==> config.mk <==
export PLATFORM = sky130hd
export DESIGN_NAME = psw_entry_ctrl
export DESIGN_NICKNAME = d
export VERILOG_FILES = /design/src/rtl/psw_pkg.sv /design/src/rtl/psw_guard.sv /design/src/rtl/psw_arbiter.sv /design/src/rtl/psw_reg.sv /design/src/rtl/psw_entry_ctrl.sv
export SDC_FILE = /design/constraint.sdc
export NUM_CORES = 1
export LEC_CHECK = 0
export BUFFER_PORTS_ARGS = -buffer_cell sky130_fd_sc_hd__buf_2
export CORE_AREA = 2 2 198 200
export CTS_BUF_LIST = sky130_fd_sc_hd__clkbuf_2 sky130_fd_sc_hd__clkbuf_4 sky130_fd_sc_hd__clkbuf_8
export CTS_CLUSTER_SIZE = 28
export DETAILED_ROUTE_END_ITERATION = 8
export DIE_AREA = 0 0 200 202
export GPL_TIMING_DRIVEN = 0
export PLACE_DENSITY_LB_ADDON = 0.12
export SLEW_MARGIN = 5
export SYNTH_ARGS = -nofsm -noshare
export SYNTH_HDL_FRONTEND = slang
export SYNTH_SLANG_ARGS = --single-unit
==> constraint.sdc <==
create_clock -name clk -period 4.2 [get_ports clk]
set_input_delay 0.42 -clock clk [delete_from_list [all_inputs] [get_ports clk]]
set_output_delay 0.42 -clock clk [all_outputs]
set_load 0.03 [all_outputs]
==> src/rtl/psw_pkg.sv <==
package psw_pkg;
  parameter int PC_W = 16;
  parameter int AW   = 16;
  parameter int NEXT = 2;
  parameter int CW   = 8;

  localparam int PSW_W    = PC_W + 1 + 2 * AW + NEXT + CW;
  localparam int NCLS     = 3 + NEXT;
  localparam int CLS_W    = $clog2(NCLS);
  localparam int MODE_BIT = PSW_W - PC_W - 1;

  localparam int CLS_PROT = 0;
  localparam int CLS_PRIV = 1;
  localparam int CLS_SWI  = 2;
  localparam int CLS_EXT0 = 3;

  localparam logic [CW-1:0] IC_PROT = {CW{1'b1}};
  localparam logic [CW-1:0] IC_PRIV = {{(CW-1){1'b1}}, 1'b0};

  typedef struct packed {
    logic [PC_W-1:0] pc;
    logic            mode;
    logic [AW-1:0]   base;
    logic [AW-1:0]   size;
    logic [NEXT-1:0] im;
    logic [CW-1:0]   ic;
  } psw_t;
endpackage

==> src/rtl/psw_guard.sv <==
module psw_guard
  import psw_pkg::*;
(
  input  logic          user_i,
  input  logic [AW-1:0] base_i,
  input  logic [AW-1:0] size_i,
  input  logic          addr_valid_i,
  input  logic [AW-1:0] addr_i,
  input  logic          priv_i,
  input  logic          rti_i,
  output logic          prot_viol_o,
  output logic          priv_viol_o
);
  logic [AW:0] limit;
  logic        below;
  logic        above;

  always_comb begin
    limit       = {1'b0, base_i} + {1'b0, size_i};
    below       = {1'b0, addr_i} < {1'b0, base_i};
    above       = {1'b0, addr_i} >= limit;
    prot_viol_o = user_i && addr_valid_i && (below || above);
    priv_viol_o = user_i && (priv_i || rti_i);
  end
endmodule

==> src/rtl/psw_arbiter.sv <==
module psw_arbiter
  import psw_pkg::*;
(
  input  logic             prot_i,
  input  logic             priv_i,
  input  logic             swi_i,
  input  logic [CW-1:0]    swi_code_i,
  input  logic [NEXT-1:0]  ext_req_i,
  input  logic [NEXT-1:0]  im_i,
  output logic             take_o,
  output logic [CLS_W-1:0] cls_o,
  output logic [CW-1:0]    code_o
);
  always_comb begin
    take_o = 1'b0;
    cls_o  = '0;
    code_o = '0;
    for (int k = NEXT - 1; k >= 0; k--) begin
      if (ext_req_i[k] && im_i[k]) begin
        take_o = 1'b1;
        cls_o  = CLS_W'(CLS_EXT0 + k);
        code_o = CW'(k);
      end
    end
    if (swi_i) begin
      take_o = 1'b1;
      cls_o  = CLS_W'(CLS_SWI);
      code_o = swi_code_i;
    end
    if (priv_i) begin
      take_o = 1'b1;
      cls_o  = CLS_W'(CLS_PRIV);
      code_o = IC_PRIV;
    end
    if (prot_i) begin
      take_o = 1'b1;
      cls_o  = CLS_W'(CLS_PROT);
      code_o = IC_PROT;
    end
  end
endmodule

==> src/rtl/psw_reg.sv <==
module psw_reg
  import psw_pkg::*;
(
  input  logic                  clk,
  input  logic                  rst_n,
  input  logic                  take_i,
  input  logic [CLS_W-1:0]      cls_i,
  input  logic [CW-1:0]         code_i,
  input  logic                  rti_ok_i,
  input  logic [PSW_W-1:0]      rti_psw_i,
  input  logic [NCLS*PSW_W-1:0] vec_psw_i,
  output psw_t                  psw_o,
  output logic                  save_we_o,
  output psw_t                  save_psw_o
);
  psw_t vec_arr [NCLS];
  psw_t psw_q, psw_d;
  psw_t save_q, save_d;
  logic we_q, we_d;
  psw_t vec_sel;

  for (genvar c = 0; c < NCLS; c++) begin : g_vec
    assign vec_arr[c] = psw_t'(vec_psw_i[c*PSW_W +: PSW_W]);
  end

  always_comb begin
    vec_sel = vec_arr[0];
    for (int c = 0; c < NCLS; c++) begin
      if (int'(cls_i) == c) vec_sel = vec_arr[c];
    end
  end

  always_comb begin
    psw_d  = psw_q;
    save_d = save_q;
    we_d   = 1'b0;
    if (take_i) begin
      save_d      = psw_q;
      save_d.ic   = code_i;
      psw_d       = vec_sel;
      psw_d.mode  = 1'b0;
      psw_d.im    = '0;
      we_d        = 1'b1;
    end else if (rti_ok_i) begin
      psw_d = psw_t'(rti_psw_i);
    end
  end

  always_ff @(posedge clk or negedge rst_n) begin
    if (!rst_n) begin
      psw_q  <= '0;
      save_q <= '0;
      we_q   <= 1'b0;
    end else begin
      psw_q <= psw_d;
      we_q  <= we_d;
      if (take_i) save_q <= save_d;
    end
  end

  assign psw_o      = psw_q;
  assign save_we_o  = we_q;
  assign save_psw_o = save_q;
endmodule

==> src/rtl/psw_entry_ctrl.sv <==
module psw_entry_ctrl
  import psw_pkg::*;
(
  input  logic                  clk,
  input  logic                  rst_n,
  input  logic [NEXT-1:0]       ext_req_i,
  input  logic                  swi_i,
  input  logic [CW-1:0]         swi_code_i,
  input  logic                  priv_i,
  input  logic                  addr_valid_i,
  input  logic [AW-1:0]         addr_i,
  input  logic                  rti_i,
  input  logic [PSW_W-1:0]      rti_psw_i,
  input  logic [NCLS*PSW_W-1:0] vec_psw_i,
  output logic [PSW_W-1:0]      psw_o,
  output logic                  save_we_o,
  output logic [PSW_W-1:0]      save_psw_o,
  output logic                  prot_viol_o
);
  logic [1:0]       rst_sync_q;
  logic             rst_int_n;
  psw_t             cur;
  psw_t             saved;
  logic             prot_viol;
  logic             priv_viol;
  logic             take;
  logic [CLS_W-1:0] cls;
  logic [CW-1:0]    code;
  logic             rti_ok;

  always_ff @(posedge clk or negedge rst_n) begin
    if (!rst_n) rst_sync_q <= 2'b00;
    else        rst_sync_q <= {rst_sync_q[0], 1'b1};
  end
  assign rst_int_n = rst_sync_q[1];

  psw_guard u_guard (
    .user_i       (cur.mode),
    .base_i       (cur.base),
    .size_i       (cur.size),
    .addr_valid_i (addr_valid_i),
    .addr_i       (addr_i),
    .priv_i       (priv_i),
    .rti_i        (rti_i),
    .prot_viol_o  (prot_viol),
    .priv_viol_o  (priv_viol)
  );

  psw_arbiter u_arb (
    .prot_i     (prot_viol),
    .priv_i     (priv_viol),
    .swi_i      (swi_i),
    .swi_code_i (swi_code_i),
    .ext_req_i  (ext_req_i),
    .im_i       (cur.im),
    .take_o     (take),
    .cls_o      (cls),
    .code_o     (code)
  );

  assign rti_ok = rti_i && !cur.mode;

  psw_reg u_reg (
    .clk        (clk),
    .rst_n      (rst_int_n),
    .take_i     (take),
    .cls_i      (cls),
    .code_i     (code),
    .rti_ok_i   (rti_ok),
    .rti_psw_i  (rti_psw_i),
    .vec_psw_i  (vec_psw_i),
    .psw_o      (cur),
    .save_we_o  (save_we_o),
    .save_psw_o (saved)
  );

  assign psw_o       = cur;
  assign save_psw_o  = saved;
  assign prot_viol_o = prot_viol;
endmodule

Yosys cells after proc, flatten, opt, wreduce, memory -nomap -nowiden
Cells that the tools add are included.

storage, ports and cells
  bits in registers = 121
  bits in latches = 0
  RAM bits = 0
  ROM bits = 0
  input bits = 386
  output and inout port bits = 120
  word-level logic and storage cells = 53
  memories kept = 0

cells by class
  $add $sub $neg = 1
  $mul = 0
  div/mod/pow operators = 0
  $lt $le $gt $ge = 2
  eq/ne operators = 4
  shift operators = 0
  multiplexer cells = 22
  bitwise operators = 0
  reduce and logical (&&, ||, !) cells = 10

operators with widths
  cell                                                                   number
  59-bit two-way mux                                                     6
  8-bit two-way mux                                                      3
  16-bit by 16-bit adder with 17-bit output                              1
  16-bit by 17-bit >= comparator with 1-bit output                       1
  16-bit less-than comparator                                            1
  3-bit two-way mux                                                      5
  3-bit equality test, second input constant                             3
  1-bit two-way mux                                                      8
  1-bit logical AND                                                      6
  3-bit by 2-bit equality test with 1-bit output, second input constant  1
  1-bit logical OR                                                       2
  2-bit nonzero test                                                     1
  1-bit zero test                                                        1

Longest topological paths before layout
  depth in word-level cells = 12
  gate-level depth with buffers = 18
  gate-level depth less buffers = 16

By module
Synthesis repeated with hierarchy kept, for this count alone.

second synthesis, totals
  cells, all modules = 1050
  area, all modules = 9967.1 µm²

by module, submodules not included
  module          times used  cells an instance  area each (µm²)
  psw_reg         1           834                8305.5
  psw_guard       1           184                1441.4
  psw_arbiter     1           28                 152.6
  psw_entry_ctrl  1           4                  67.6

Worst setup path before layout
OpenSTA, ideal clock, no wires.

  kind = register to register
  from = reg u_reg.psw_q (netlist bit u_reg.psw_o[13])
  to = reg u_reg.psw_q (netlist bit u_reg.psw_o[0])
  library setup time = 0.129 ns
  arrival time = 4.089 ns
  setup slack = -0.018 ns
  cell stages (with the launch flop) = 18
  cell sequence = dfrtp_1 -> ha_1 -> a21o_1 -> a2bb2oi_1 -> a21oi_1 -> a41oi_1 -> a31oi_1 -> xnor2_1 -> ha_1 -> a21o_1 -> a211o_1 -> a2111oi_4 -> a211oi_4 -> a221o_1 -> buf_6 -> buf_6 -> o221ai_2 -> nand3_1

on the way
  longest elaborated chain between the ends = 11

ends and longest elaborated chain
  item                                                RTL line           RTL
  start: declaration                                  psw_reg.sv:17      psw_t psw_q, psw_d;
  start signal: assignment                            psw_reg.sv:55      psw_q <= psw_d;
  16-bit by 16-bit adder with 17-bit output *         psw_guard.sv:19    limit = {1'b0, base_i} + {1'b0, size_i};
  16-bit by 17-bit >= comparator with 1-bit output *  psw_guard.sv:21    above = {1'b0, addr_i} >= limit;
  1-bit logical OR *                                  psw_guard.sv:22    prot_viol_o = user_i && addr_valid_i && (below || above);
  1-bit logical AND *                                 psw_guard.sv:22
  3-bit two-way mux                                   psw_arbiter.sv:35  if (prot_i) begin
  3-bit by 2-bit equality test with 1-bit output      psw_reg.sv:29      if (int'(cls_i) == c) vec_sel = vec_arr[c];
  59-bit two-way mux (4 in a row)                     psw_reg.sv:29
  59-bit two-way mux                                  psw_reg.sv:37      if (take_i) begin

Every way passes the cells marked *; elsewhere a longest branch is shown, timed or not.
A chain may end at the register's enable or synchronous reset.

Worst setup path after layout
  from = reg u_reg.psw_q (netlist bit u_reg.psw_o[11])
  to = out prot_viol_o

on the way
  longest elaborated chain between the ends = 4

ends and longest elaborated chain
  item                                              RTL line              RTL
  16-bit by 16-bit adder with 17-bit output         psw_guard.sv:19
  16-bit by 17-bit >= comparator with 1-bit output  psw_guard.sv:21
  1-bit logical OR                                  psw_guard.sv:22
  1-bit logical AND                                 psw_guard.sv:22
  end: declaration                                  psw_entry_ctrl.sv:18  output logic prot_viol_o

Every way passes these cells.

==> flow_metrics.tcl <==
set metrics [dict create \
    critPathCaptureType "primary output" \
    worst_slack_ns -0.3950 \
    die_x_um 200 \
    grt_busiest_layer "met2" \
    use_met2_pct 39.22 \
    p_seq_share_pct 24.1 \
    fin_total_pwr_mw 8.412 \
    syn_area_per_cell_sq_um 10.15 \
    cts-root-buf "clkbuf_8" \
    ys_ff_latch 121 \
    maxSlewHeadroom_pct 20.73 \
    drv_cap 0 \
    synth_top_area_share_pct 34.45 \
    drc 0 \
    post-route-util_pct 36.59 \
    seq_area_frac_synth_pct 34.45 \
    die_y_um 202 \
    fin_crit_ns 4.595 \
    grt_setup_unrepaired "true" \
    numClockSinks 121 \
    cts.path.max_buffers 2 \
    vias 9460 \
    regToRegSetupSlack_ns -0.40 \
    cp_max_fo 4 \
    finalMaxSlewViolations 0 \
    violations "setup timing" \
    gr-total-overflow 0 \
    min_path_type "input pin to register" \
    syn2layout_area_growth_pct 59.37 \
    cts_max_level 4 \
    avgViaCountPerCell 4.814 \
    cts_buffers 17 \
    synth_top_area_cell "dfrtp_1" \
    grt_max_degree 51 \
    layout_common_cells "499 x buf_2, 122 x o21ai_0, 107 x dfrtp_1, 78 x nand2_1, 60 x mux2i_1" \
    use_met1_pct 27.81 \
    drtAntennaViolNets 0 \
    grt_pass1_wl_um 65080 \
    grt_pass1_vias 9839 \
    powerDensity_mw_per_mm2 600.5 \
    max_freq_mhz 217.6 \
    cp.required_ns 3.78 \
    ys_warn_count 0 \
    cpMaxStageDelayCell "dfrtp_2" \
    worst_slew_pin_slew_ns 1.185 \
    wl_per_cell_um 23.94 \
    finClkSkew_ns 0.02452 \
    crit_arrival_ns 4.18 \
    final_common_cell "buf_2" \
    gp_congestion 0.8657 \
    critical_path_class "register to primary output" \
    synth_area_sq_mm 0.008790 \
    place_hpwl_um 35420 \
    drt_iter0_markers 467 \
    final-setup-viol-count 118 \
    cts_tree "done" \
    critPathMaxStageDelay_ns 0.48 \
    std_cell_rows 72 \
    ir_worst_vdd_v 0.0002394 \
    switchingPower_mw 3.900 \
    synth.top_cells.by_area "dfrtp_1 34%, o221ai_2 8.5%, mux2_4 7.9%" \
    fin_nets 1864 \
    clock_latency_ns 0.49 \
    status "finished, violations left" \
    n_fill_cell 3995 \
    gr-usage-all-layers_pct 22.56 \
    first_pass_iters 4 \
    syn_inst 866 \
    synthFlopType "dfrtp_1" \
    path_clk_slew_ns 0.08 \
    setup.worst_path.start_class "register" \
    finalHoldViolCount 0 \
    drive_above_1_share_pct 55.93 \
    crit_path_cell_trace "ha_4 > a21oi_4 > a2bb2oi_2 > a21oi_2 > a41oi_2 > a31oi_4 > xnor2_1 > ha_1 > a21o_1 > a211o_1 > buf_4 > nor3_2 > a211oi_4 > a22oi_4 > inv_2 > buf_6" \
    yosys.cell_types.count 57 \
    ios 506 \
    start_util_pct 22.96 \
    synth_edf_count 0 \
    port_buffers 490 \
    antenna_found_initial 9 \
    p_clk_share_pct 15.3 \
    synthArstFlopShare_pct 100.0 \
    combPwrFrac_pct 60.5 \
    drt_wl_total_um 47050 \
    syn-num-nets 1300 \
    met3_usage_pct 5.356 \
    period_share_pct 109.4 \
    p_int_mw 4.512 \
    coreArea_sq_mm 0.03829 \
    p_sw_share_pct 46.36 \
    p_leak_nw 6.611 \
    dieArea_sq_mm 0.04040 \
]
-- cells by family after synthesis --
kind of cell	count (synthesis)	synth area share [%]
compound gates	299	27.05
simple gates	183	9.438
buf+inv	92	5.680
mux	111	15.33
flops	121	34.45
xor+xnor	11	1.096
fa+ha+maj	48	6.918
other cells	1	0.04266
-- flip-flops by register name, indices dropped and copies added (netlist names) --
signal and count:
rst_sync_q 2, u_reg.save_psw_o 59, u_reg.psw_o 59, u_reg.save_we_o 1
-- area by class of cell --
class                      instances  area [sq um]  share of cell area (%)
multi-input combinational        653          5939                   42.40
timing repair buffer             545          3212                   22.93
tap                              518         648.1                   4.627
buffer                            68         601.8                   4.296
clock inverter                    15         225.2                   1.608
clock buffer                      17         234.0                   1.670
antenna                            4         10.01                 0.07145
sequential                       121          3048                   21.76
inverter                          24         90.09                  0.6431
-- what timing repair did --
| item | CTS | global route |
|---|---|---|
| pin swaps | 28 | 61 |
| hold endpoints to repair | 2 | 0 |
| setup endpoints to repair | 120 | 119 |
| gates cloned | 8 | 4 |
| resized for setup | 118 | 55 |
| setup buffers | 26 | 14 |
| hold buffers | 1 | 0 |
-- routing by layer --
| layer | vias up | share of wire, % |
|---|---|---|
| li1 | 4444 | - |
| met1 | 4649 | 42 |
| met2 | 322 | 51 |
| met3 | 35 | 5.5 |
| met4 | 10 | 1.4 |
| met5 | - | 0.15 |
-- metrics by stage --
stage | cell area (sq um) | TNS [ns] | hold WS (ns) | instances | setup WS, ns
final | 14010 | -33.30 | 0.1449 | 1965 | -0.3950
after global routing | 14010 | -46.02 | 0.1379 | 1965 | -0.5054
after CTS | 13420 | -28.36 | 0.1046 | 1943 | -0.3863
after detailed placement | 11950 | -99.61 | 0.2093 | 1876 | -1.059
after global placement | 11900 | -286.12 | 0.2067 | 1874 | -2.073
after floorplan | 8796 | 0 | 0.1244 | 866 | 0.002940
-- final timing paths --
path,startpoint,cells after the start,end
worst min register to register,rst_sync_q[1]$_DFF_PN0_,0,u_reg.psw_o[24]$_DFFE_PN0P_
min in group asynchronous,rst_n,2,rst_sync_q[1]$_DFF_PN0_
worst max register to register,u_reg.psw_o[11]$_DFFE_PN0P_,18,u_reg.save_psw_o[14]$_DFFE_PN0N_
worst min-delay path,vec_psw_i[13],2,u_reg.psw_o[13]$_DFFE_PN0P_
max in group asynchronous,rst_sync_q[1]$_DFF_PN0_,2,u_reg.psw_o[14]$_DFFE_PN0P_
worst max-delay path,u_reg.psw_o[11]$_DFFE_PN0P_,16,prot_viol_o
-- critical path: cells and delay by family (launching register included) --
family                     cells  cell delay [ns]
xor gates and xnor gates       1             0.15
DFF                            1             0.48
adders and majority gates      2             0.59
and+or+nand+nor                1             0.24
buffers and inverters          3             0.40
AOI/OAI and AO/OA              9             1.81
-- cells in the mapped netlist (all sizes together), types with 6 or more instances --
cell	n
dfrtp	121
a21oi	22
a22oi	56
a21o	7
o221ai	56
mux2i	60
ha	47
a221o	8
nand3	64
buf	41
o21ai	124
clkbuf	27
nand2	80
inv	24
mux2	51
nor2	16
xnor2	6
-- power by group through the flow --
| stage | Sequential, mW | Clock (mW) | Combinational [mW] |
|---|---|---|---|
| final | 2.03 | 1.29 | 5.09 |
| after global routing | 2.09 | 1.37 | 5.47 |
| after CTS | 2.04 | 1.33 | 4.80 |
| after detailed placement | 2.05 | 0 | 4.23 |
| after global placement | 2.07 | 0 | 4.18 |
| after floorplan | 2.72 | 0 | 2.10 |
Note: power is estimated with default switching activity, not from simulation.
